--- src/rtl/adc_sp_pkg.sv ---
package adc_sp_pkg;

  // Where the frame stands, decoded from the falling-edge count.
  typedef enum logic [1:0] {
    PH_LEAD = 2'd0,
    PH_DATA = 2'd1,
    PH_TAIL = 2'd2
  } frame_phase_e;

  // Per-clock frame events produced at the top from the sampled pins.
  typedef struct packed {
    logic start;  // chip select seen falling: new frame
    logic tick;   // serial clock falling edge inside an open frame
  } frame_ev_t;

endpackage

--- src/rtl/adc_sp_edge.sv ---
// Registers one synchronous pin and reports its falling edge.
module adc_sp_edge #(
  parameter logic RESET_LEVEL = 1'b1
) (
  input  logic clk,
  input  logic rst_n,
  input  logic din,
  output logic level_q,
  output logic fall
);

  always_ff @(posedge clk) begin
    if (!rst_n) level_q <= RESET_LEVEL;
    else        level_q <= din;
  end

  assign fall = level_q & ~din;

endmodule

--- src/rtl/adc_sp_frame_ctr.sv ---
// Counts serial falling edges in a frame, saturating at the calibration end.
module adc_sp_frame_ctr
  import adc_sp_pkg::*;
#(
  parameter int LEAD_BITS = 2,
  parameter int DATA_W    = 10,
  parameter int CAL_START = 17,
  parameter int CAL_END   = 32,
  localparam int CNT_W    = $clog2(CAL_END + 1)
) (
  input  logic             clk,
  input  logic             rst_n,
  input  frame_ev_t        ev,
  output logic [CNT_W-1:0] cnt,
  output frame_phase_e     phase,
  output logic             cal_start,
  output logic             cal_end
);

  localparam int FRAME_BITS = LEAD_BITS + DATA_W;
  localparam logic [CNT_W-1:0] CNT_MAX    = CNT_W'(CAL_END);
  localparam logic [CNT_W-1:0] CNT_LEAD   = CNT_W'(LEAD_BITS);
  localparam logic [CNT_W-1:0] CNT_FRAME  = CNT_W'(FRAME_BITS);
  localparam logic [CNT_W-1:0] CNT_OPEN   = CNT_W'(CAL_START - 1);
  localparam logic [CNT_W-1:0] CNT_CLOSE  = CNT_W'(CAL_END - 1);

  logic accept;

  assign accept = ev.tick && (cnt != CNT_MAX);

  always_ff @(posedge clk) begin
    if (!rst_n)        cnt <= '0;
    else if (ev.start) cnt <= '0;
    else if (accept)   cnt <= cnt + 1'b1;
  end

  assign cal_start = accept && (cnt == CNT_OPEN);
  assign cal_end   = accept && (cnt == CNT_CLOSE);

  always_comb begin
    if (cnt < CNT_LEAD)       phase = PH_LEAD;
    else if (cnt < CNT_FRAME) phase = PH_DATA;
    else                      phase = PH_TAIL;
  end

endmodule

--- src/rtl/adc_sp_ofs_store.sv ---
// Pending capture at the window open, commit at the window close.
module adc_sp_ofs_store
  import adc_sp_pkg::*;
#(
  parameter int OFS_W = 8
) (
  input  logic             clk,
  input  logic             rst_n,
  input  frame_ev_t        ev,
  input  logic             cal_start,
  input  logic             cal_end,
  input  logic [OFS_W-1:0] meas_offset,
  output logic [OFS_W-1:0] ofs_q,
  output logic             done
);

  logic [OFS_W-1:0] pend_q;
  logic             pend_v;

  always_ff @(posedge clk) begin
    if (!rst_n) begin
      pend_q <= '0;
      pend_v <= 1'b0;
    end else if (ev.start) begin
      pend_v <= 1'b0;
    end else if (cal_start) begin
      pend_q <= meas_offset;
      pend_v <= 1'b1;
    end
  end

  always_ff @(posedge clk) begin
    if (!rst_n) begin
      ofs_q <= '0;
      done  <= 1'b0;
    end else begin
      done <= 1'b0;
      if (cal_end && pend_v) begin
        ofs_q <= pend_q;
        done  <= 1'b1;
      end
    end
  end

endmodule

--- src/rtl/adc_sp_shifter.sv ---
// Corrects and clamps the sample at frame start, then shifts it out MSB first.
module adc_sp_shifter
  import adc_sp_pkg::*;
#(
  parameter int DATA_W    = 10,
  parameter int LEAD_BITS = 2,
  parameter int OFS_W     = 8
) (
  input  logic              clk,
  input  logic              rst_n,
  input  frame_ev_t         ev,
  input  frame_phase_e      phase,
  input  logic              oe,
  input  logic [DATA_W-1:0] raw,
  input  logic [OFS_W-1:0]  ofs,
  output logic              sdo
);

  localparam int FRAME_BITS = LEAD_BITS + DATA_W;
  localparam int EXT_W      = DATA_W + 2;

  logic signed [EXT_W-1:0] raw_x, ofs_x, diff;
  logic [DATA_W-1:0]       corr;
  logic [FRAME_BITS-1:0]   shreg;

  always_comb begin
    raw_x = $signed({2'b00, raw});
    ofs_x = $signed({{(EXT_W - OFS_W){ofs[OFS_W-1]}}, ofs});
    diff  = raw_x - ofs_x;
    if (diff[EXT_W-1])      corr = '0;
    else if (diff[EXT_W-2]) corr = '1;
    else                    corr = diff[DATA_W-1:0];
  end

  always_ff @(posedge clk) begin
    if (!rst_n)        shreg <= '0;
    else if (ev.start) shreg <= {{LEAD_BITS{1'b0}}, corr};
    else if (ev.tick)  shreg <= {shreg[FRAME_BITS-2:0], 1'b0};
  end

  assign sdo = oe && (phase != PH_TAIL) && shreg[FRAME_BITS-1];

endmodule

--- src/rtl/adc_serial_port.sv ---
module adc_serial_port
  import adc_sp_pkg::*;
#(
  parameter int DATA_W    = 10,
  parameter int LEAD_BITS = 2,
  parameter int OFS_W     = 8,
  parameter int CAL_START = 17,
  parameter int CAL_END   = 32,
  localparam int CNT_W    = $clog2(CAL_END + 1)
) (
  input  logic              clk,
  input  logic              rst_n,
  input  logic              cs_n,
  input  logic              sclk,
  input  logic [DATA_W-1:0] raw_sample,
  input  logic [OFS_W-1:0]  meas_offset,
  output logic              sdo,
  output logic              sdo_oe,
  output logic              cal_done
);

  logic             cs_q, cs_fall;
  logic             sclk_q, sclk_fall;
  frame_ev_t        ev;
  logic [CNT_W-1:0] frame_cnt;
  frame_phase_e     phase;
  logic             cal_start, cal_end;
  logic [OFS_W-1:0] ofs_q;

  adc_sp_edge #(.RESET_LEVEL(1'b1)) u_cs_edge (
    .clk(clk), .rst_n(rst_n), .din(cs_n), .level_q(cs_q), .fall(cs_fall)
  );

  adc_sp_edge #(.RESET_LEVEL(1'b1)) u_sclk_edge (
    .clk(clk), .rst_n(rst_n), .din(sclk), .level_q(sclk_q), .fall(sclk_fall)
  );

  // A serial edge counts only when the frame was already open last clock.
  assign ev.start = cs_fall;
  assign ev.tick  = sclk_fall && !cs_n && !cs_q;
  assign sdo_oe   = !cs_q;

  adc_sp_frame_ctr #(
    .LEAD_BITS(LEAD_BITS), .DATA_W(DATA_W),
    .CAL_START(CAL_START), .CAL_END(CAL_END)
  ) u_ctr (
    .clk(clk), .rst_n(rst_n), .ev(ev), .cnt(frame_cnt), .phase(phase),
    .cal_start(cal_start), .cal_end(cal_end)
  );

  adc_sp_ofs_store #(.OFS_W(OFS_W)) u_ofs (
    .clk(clk), .rst_n(rst_n), .ev(ev), .cal_start(cal_start),
    .cal_end(cal_end), .meas_offset(meas_offset), .ofs_q(ofs_q),
    .done(cal_done)
  );

  adc_sp_shifter #(
    .DATA_W(DATA_W), .LEAD_BITS(LEAD_BITS), .OFS_W(OFS_W)
  ) u_shift (
    .clk(clk), .rst_n(rst_n), .ev(ev), .phase(phase), .oe(sdo_oe),
    .raw(raw_sample), .ofs(ofs_q), .sdo(sdo)
  );

endmodule

--- config.mk ---
export PLATFORM = sky130hd
export DESIGN_NAME = adc_serial_port
export DESIGN_NICKNAME = d
export VERILOG_FILES = /design/src/rtl/adc_sp_pkg.sv /design/src/rtl/adc_sp_edge.sv /design/src/rtl/adc_sp_frame_ctr.sv /design/src/rtl/adc_sp_ofs_store.sv /design/src/rtl/adc_sp_shifter.sv /design/src/rtl/adc_serial_port.sv
export SDC_FILE = /design/constraint.sdc
export NUM_CORES = 1
export LEC_CHECK = 0
export BUFFER_PORTS_ARGS = -buffer_cell sky130_fd_sc_hd__buf_2
export CAP_MARGIN = 0
export CORE_MARGIN = 1
export CORE_UTILIZATION = 43
export CTS_CLUSTER_SIZE = 16
export DETAILED_ROUTE_END_ITERATION = 12
export PLACE_DENSITY = 0.68
export RECOVER_POWER = 25
export SLEW_MARGIN = 0
export SYNTH_ARGS = -nofsm -noshare
export SYNTH_HDL_FRONTEND = slang
export SYNTH_SLANG_ARGS = --single-unit
--- constraint.sdc ---
create_clock -name clk -period 2.13 [get_ports clk]
set_input_delay 0.426 -clock clk [delete_from_list [all_inputs] [get_ports clk]]
set_output_delay 0.426 -clock clk [all_outputs]
set_load 0.02 [all_outputs]
---- Word level (Yosys, flattened, before mapping) ----
Index checks and enable logic that the tools add are counted.
cells by class
  $add $sub $neg .......................... 2
  reduce and logical (&&, ||, !) cells .... 13
  eq/ne operators ......................... 4
  magnitude comparators ................... 2
  bitwise operators ....................... 6
  mux-type cells .......................... 7
operators with widths
  kind                   count
  $mux W10               4
  $eq A6 B5 Y1 const B   2
  $sub A11 B8 Y12        1
  $logic_and A1 B1 Y1    8
  $add A6 B1 Y6 const B  1
  $lt A6 B2 Y1 const B   1
  $lt A6 B4 Y1 const B   1
  $ne A6 B6 Y1 const B   1
  $mux W2                2
  $not A1 Y1             4
  $and A1 B1 Y1          2
  $logic_not A1 Y1       2
  $ne A2 B2 Y1 const B   1
  $reduce_and A2 Y1      1
  $reduce_bool A2 Y1     1
  $reduce_or A2 Y1       1
  $mux W1                1
word-level totals
  output and inout port bits .............. 3
  bits of input ports ..................... 22
  word-level logic and storage cells ...... 43
  register bits after elaboration ......... 38

---- Logic depth before layout (Yosys ltp) ----
Gate-level depths: netlist (run 1).
  word-level depth ........................ 8
  mapped depth ............................ 9
  depth with buffers taken out ............ 9

---- Hierarchy ----
From an unflattened synthesis (run 1), not the netlist that was laid out.
unflattened totals
  cell total of the unflattened synthesis .. 294
  area, all modules ....................... 2414.8 sq um
modules (own cells, without submodules)
  module            area each (sq um)  instances  cells each
  adc_sp_shifter    1256.2             1          172
  adc_sp_ofs_store  706.9              1          68
  adc_sp_frame_ctr  370.4              1          46
  adc_sp_edge       32.5               2          3
  adc_serial_port   16.3               1          2

---- Worst setup path after synthesis (run 1) ----
Ideal clock, no wire load.
  kind .................................... input to register
  start point ............................. input raw_sample[0]
  end point ............................... register u_shift.shreg[9]
  arrival ................................. 2.098 ns
  stages .................................. 9
  setup time .............................. 0.070 ns
  setup slack ............................. -0.038 ns
  required time ........................... 2.060 ns
  cell sequence ........................... inv_1 -> ha_1 -> fa_1 -> nand2b_1 -> a21o_1 -> and2_1 -> o221ai_2 -> o31ai_1 -> a21oi_1
on the way
  longest elaborated chain between the ends .. 4
ends and longest elaborated chain
  item                    RTL line               RTL
  start: declaration      adc_serial_port.sv:15  input logic [DATA_W-1:0] raw_sample,
  $sub A11 B8 Y12 *       adc_sp_shifter.sv:29   diff = raw_x - ofs_x;
  $mux W10                adc_sp_shifter.sv:31   else if (diff[EXT_W-2]) corr = '1;
  $mux W10 *              adc_sp_shifter.sv:30   if (diff[EXT_W-1]) corr = '0;
  $mux W10 *              adc_sp_shifter.sv:37   else if (ev.start) shreg <= {{LEAD_BITS{1'b0}}, corr};
  end signal: assignment  adc_sp_shifter.sv:37
  end signal: assignment  adc_sp_shifter.sv:38   else if (ev.tick) shreg <= {shreg[FRAME_BITS-2:0], 1'b0};
  end: declaration        adc_sp_shifter.sv:24   logic [FRAME_BITS-1:0] shreg;
Mark *: on every way between the ends. The rest lies on a longest branch, timed or not.
A chain may end at the register's enable or synchronous reset.

---- Worst setup path in the final report (run 1) ----
  start point ............................. register u_ofs.ofs_q[7]
  end point ............................... register u_shift.shreg[9]
on the way
  longest elaborated chain between the ends .. 4
ends and longest elaborated chain
  item                      RTL line                RTL
  start: declaration        adc_sp_ofs_store.sv:13  output logic [OFS_W-1:0] ofs_q,
  start signal: assignment  adc_sp_ofs_store.sv:39  ofs_q <= pend_q;
  $sub A11 B8 Y12 *         adc_sp_shifter.sv:29
  $mux W10                  adc_sp_shifter.sv:31
  $mux W10 *                adc_sp_shifter.sv:30
  $mux W10 *                adc_sp_shifter.sv:37
Marks and branches as above.

==> impl_metrics.ini, run 1 <==
[run_status]
outcome = finished, final reports clean

[synthesis]
synth-seq-area-share_pct = 35.0
yosys.area.top_type = dfxtp_1
muxShareOfSynthArea_pct = 7.36
yosys.area_share.simple_pct = 19.7
ys_seq_elements = 38
yosysWarnings = 0
synth-compound-area-share_pct = 20.1
synthFlopType = dfxtp_1
synth_cell_types = 47
synth-xor-area-share_pct = 4.43
synth-edff-count = 0
syn_nets = 283
avgSynthCellArea_um2 = 8.81
async_reset_ff_share_pct = 0
synthTopCellsByArea = dfxtp_1 (35%), ha_1 (7.5%), mux2i_1 (7.4%)
syn_inst = 247
yosysTopAreaCellShare_pct = 35.0
synthAdderAreaFrac_pct = 8.40
synth_area_um2 = 2180
synth_top_family_by_area = compound AO/OA/AOI/OAI gates

[route]
avgRoutedWirePerCell_um = 13.5
first_pass_iters = 4
ant_nets = 0
route.detailed.drc = 0
via_per_inst = 5.25
wirelength_mm = 4.97
drt_iter0_markers = 110
num_vias = 1925

[critical_path]
crit_arrival_ns = 2.34
path_max_fanout = 5
required_ns = 2.37
cp-end-kind = flop
ff2ff_path_depth = 8
worstSetupPathType = flop to flop
startpoint_type = flop

[min_path]
hp-class = input port to flop
min_path_cells = 2

[timing]
period_needed_ns = 2.10
slew_violations = 0
fmax_mhz = 476
hold_violations = 0
worst_slack_ns = 0.0299
tightestPinTransition_ns = 0.357
min_period_over_period_pct = 98.6
slew_headroom_pct = 76.2
setup_tns_ns = 0
finClkSkew_ns = 0.00907
setup_viol = 0

[floorplanning]
die_w_um = 73.1
pin_count = 25
core_area_um2 = 4790
initial_core_util_pct = 45.5
placementRows = 25
die_h_um = 73.1
die_area_um2 = 5350

[power_and_ir_drop]
pwr-share-clk_pct = 38.9
p_leak_nw = 1.13
pwr-share-comb_pct = 16.0
p_sw_mw = 0.410
switching_share_pct = 25.0
power_frac_seq_pct = 45.1
p_int_mw = 1.23
power_density_nw_per_um2 = 576
power.total_mw = 1.64
vdd_ir_drop_max_uv = 451

[finish]
areaGrowthSynthToFinish_pct = 30.8
utilization_pct = 59.5
final_common_cell = dfxtp_1
final_cell_mix = dfxtp_1 (36), buf_4 (26), buf_2 (22)
finalNetCount = 336
n_antenna_cell = 0
n_fill_cell = 396
fin_cells = 367
drive_gt1_share_pct = 29.0

[clock_network]
clkLatencyLatePin_ns = 0.30
cts_root_buf = clkbuf_8
cts_buffers = 5
cts_tree = done
cts_sinks = 38
h-tree-depth = 2
ctsLongestPathBuffers = 2
path_clk_slew_ns = 0.08

[grt]
gr-total-overflow = 0
grt_pass1_vias = 1755
antenna_found_initial = 0
grt_usage_pct = 19.0
grt_max_degree = 18
grt_pass1_wl_mm = 7.81

[placed_design]
pre_cts_ws_ns = -0.232
port_buffers = 24
dp_hpwl_mm = 3.31
placedCellCount = 357
gp_congestion = 0.872

[flow_run]
cap_violations = 0
## layout make-up
type	count	area [µm²]	area share, %
multi-input cells	184	1470	51.6
flip-flops and latches	38	763	26.8
repair buffers	53	348	12.2
well taps	67	83.8	2.95
clock buffers	6	82.6	2.90
inverters	18	70.1	2.46
clock inverters	1	30.0	1.06
## worst paths after layout
kind	start	slack, ns	end
min	cs_n	0.36	u_cs_edge.level_q
max reg2reg	u_ofs.ofs_q[7]	0.03	u_shift.shreg[9]
min reg2reg	u_ofs.pend_v	0.46	u_ofs.pend_v
max	u_ofs.ofs_q[7]	0.03	u_shift.shreg[9]
## per-layer routing
metal,track usage [%],wire length (µm)
met5,0,0
met4,8.50,121
met3,4.97,221
met2,30.6,2340
met1,23.8,2290
## registers in the layout, summed over array words and instances, names as in the netlist
name,cells
u_sclk_edge.level_q,1
u_ofs.pend_v,1
u_ofs.ofs_q,8
u_ofs.done,1
u_ofs.pend_q,8
u_cs_edge.level_q,1
u_shift.shreg,12
u_ctr.cnt,6
## timing repair
action	4_1_cts	5_1_grt
gates cloned	1	1
hold endpoints to repair	0	0
resized for setup	4	22
pin swaps	2	10
hold buffers	0	0
setup endpoints to repair	1	10
buffers inserted	0	2
## Yosys cell counts (6+ instances only)
| library cell | count |
|---|---|
| nand2b_1 | 6 |
| a21oi_1 | 18 |
| nor2_1 | 13 |
| o21ai_1 | 15 |
| ha_1 | 13 |
| xnor2_1 | 7 |
| nand2_1 | 12 |
| nor2b_1 | 18 |
| o21ai_0 | 12 |
| inv_1 | 18 |
| mux2i_1 | 16 |
| dfxtp_1 | 38 |
| clkbuf_1 | 6 |
## per-stage QoR
step | area [µm²] | hold WS, ns
after CTS | 2720 | 0.365
after floorplan | 2200 | 0.426
final | 2850 | 0.359
after global routing | 2850 | 0.363
after detailed placement | 2580 | 0.455
after global placement | 2580 | 0.441
## power groups by stage
stage	sequential, mW	combinational [mW]	clock [mW]
3_5_place_dp	0.754	0.223	0
3_3_place_gp	0.753	0.223	0
6_report	0.739	0.263	0.637
5_1_grt	0.741	0.284	0.663
2_1_floorplan	0.751	0.141	0
4_1_cts	0.738	0.234	0.634
## cells by family (layout without fill, tap and decap cells)
| logic type | Yosys count | count (layout) |
|---|---|---|
| xor+xnor | 11 | 11 |
| flops | 38 | 38 |
| compound gates | 68 | 70 |
| simple gates | 73 | 73 |
| fa+ha+maj | 14 | 14 |
| buf+inv | 27 | 78 |
| mux | 16 | 16 |
## critical path, cell delays in order (launching register included)
cell and delay (ns):
dfxtp_2 0.35, inv_4 0.05, ha_4 0.23, a21oi_2 0.16, o21ai_2 0.09, or4_4 0.58, o211ai_2 0.31, o31ai_1 0.12
a21oi_1 0.14
Note: power is estimated with default switching activity, not from simulation.
==> inputs of run 2 (changes only) <==
--- a/config.mk
+++ b/config.mk
@@ -7,6 +7,7 @@
 export LEC_CHECK = 0
 export BUFFER_PORTS_ARGS = -buffer_cell sky130_fd_sc_hd__buf_2
 export CAP_MARGIN = 0
+export CORE_ASPECT_RATIO = 1.75
 export CORE_MARGIN = 1
 export CORE_UTILIZATION = 43
 export CTS_CLUSTER_SIZE = 16
==> impl_metrics.ini, run 2 (synthesis results as in run 1) <==
[power_and_ir_drop]
p_leak_nw = 1.16
power_density_nw_per_um2 = 608
p_sw_mw = 0.403
pwr-share-comb_pct = 14.8
pwr-share-clk_pct = 43.2
power_frac_seq_pct = 42.0
switching_share_pct = 23.0
p_int_mw = 1.35
vdd_ir_drop_max_uv = 632

[floorplanning]
die_area_um2 = 5360
die_h_um = 96.1
pin_count = 25
die_w_um = 55.8
core_area_um2 = 4790
placementRows = 33
initial_core_util_pct = 45.4

[min_path]
hp-class = input port to flop
hold_start = cs_n

[finish]
top_regs = u_shift.shreg (12), u_ofs.ofs_q (8), u_ofs.pend_q (8)
finalNetCount = 339
finish.instance_area_um2 = 2890
areaGrowthSynthToFinish_pct = 32.9
final_cell_mix = dfxtp_1 (34), buf_4 (29), buf_2 (24)
utilization_pct = 60.4
n_fill_cell = 419
regMostFlops = u_shift.shreg
drive_gt1_share_pct = 31.3
largest_reg_flops = 12
n_antenna_cell = 0
final_common_cell = dfxtp_1

[clock_network]
cts_root_buf = clkbuf_8
ctsLongestPathBuffers = 2
cts_buffers = 5
clkLatencyLatePin_ns = 0.29
cts_sinks = 38
h-tree-depth = 2
path_clk_slew_ns = 0.08
cts_tree = done

[route]
via_per_inst = 5.59
top_layer_used = met4
ant_nets = 0
avgRoutedWirePerCell_um = 14.7
route.detailed.drc = 0
num_vias = 1991
drt_iter0_markers = 46
first_pass_iters = 5
wirelength_mm = 5.22
dr_wl_met3_um = 88
dr_wl_met2_mm = 2.85
wirelength_met1_mm = 2.07

[placed_design]
gp_congestion = 0.788
placed_cell_area_um2 = 2530
port_buffers = 24
dp_hpwl_mm = 3.57

[critical_path]
cpLargestDelayFamily = simple AND/OR/NAND/NOR gates
worstSetupStartpoint = u_ofs.ofs_q[7]
required_ns = 2.36
rr_startpoint = u_ofs.ofs_q[7]
worstPathCellList = inv_4 > ha_4 > buf_6 > nand2_2 > o21ai_2 > or4_4 > o211ai_4 > o21ai_1 > a21oi_1
cp-end-kind = flop
cp_slowest_stage_delay_ns = 0.58
crit_arrival_ns = 2.32
worstSetupPathType = flop to flop
crit_slowest_cell = or4_4
cp_num_buf_inv = 2
path_max_fanout = 5
startpoint_type = flop

[timing]
finClkSkew_ns = 0.00781
setup_viol = 0
slew_violations = 0
tightestPinTransition_ns = 0.511
whs_ns = 0.366
period_needed_ns = 2.09
hold_violations = 0
slew_headroom_pct = 65.8
rsz0062_at_grt = true
min_period_over_period_pct = 98.2
fmax_mhz = 478

[run_status]
outcome = finished, final reports clean

[grt]
grt_max_degree = 18
grt_pass1_vias = 1904
gr-total-overflow = 0
grt_usage_pct = 19.1
antenna_found_initial = 0
grt_pass1_wl_mm = 8.04

[flow_run]
cap_violations = 0
[run 2: metrics by stage]
step	setup TNS (ns)	power [mW]	setup slack, ns	cells
floorplan	0	0.892	0.00500	247
global placement	-1.84	0.977	-0.198	338
detailed placement	-2.11	0.978	-0.229	338
CTS	0	1.73	0.000346	346
global route	-0.175	1.83	-0.0536	356
finish	0	1.76	0.0388	356
[run 2: timing repair]
item | CTS | global route
buffers inserted | 0 | 8
gates resized for setup | 0 | 28
hold buffers | 0 | 0
endpoints found under the setup margin | 0 | 10
[run 2: power groups by stage]
stage / logic (mW) / clock network, mW / registers, mW
after detailed placement: 0.224 / 0 / 0.754
final: 0.260 / 0.758 / 0.738
after floorplan: 0.141 / 0 / 0.751
after global routing: 0.286 / 0.807 / 0.740
after global placement: 0.223 / 0 / 0.754
after CTS: 0.226 / 0.772 / 0.737
[run 2: layout make-up]
type                    instances  area [µm²]  area share (%)
clock buffers                   6        82.6            2.86
clock inverters                 2        60.1            2.08
inverters                      18        70.1            2.42
multi-input cells             184        1470            50.8
flip-flops and latches         38         766            26.5
well taps                      52        65.1            2.25
repair buffers                 56         380            13.2
[run 2: metal layers]
metal,vias to the layer above,GRT usage [%]
li1,991,-
met3,16,2.55
met2,30,37.2
met1,954,19.4
met5,-,0
met4,0,10.4
[run 2: final timing paths]
| path | slack (ns) | to | depth (start not counted) |
|---|---|---|---|
| worst min register to register | 0.45 | u_shift.shreg[11] | 2 |
| worst max register to register | 0.04 | u_shift.shreg[3] | 9 |
| worst min-delay path | 0.37 | u_cs_edge.level_q | 2 |
| worst max-delay path | 0.04 | u_shift.shreg[3] | 9 |
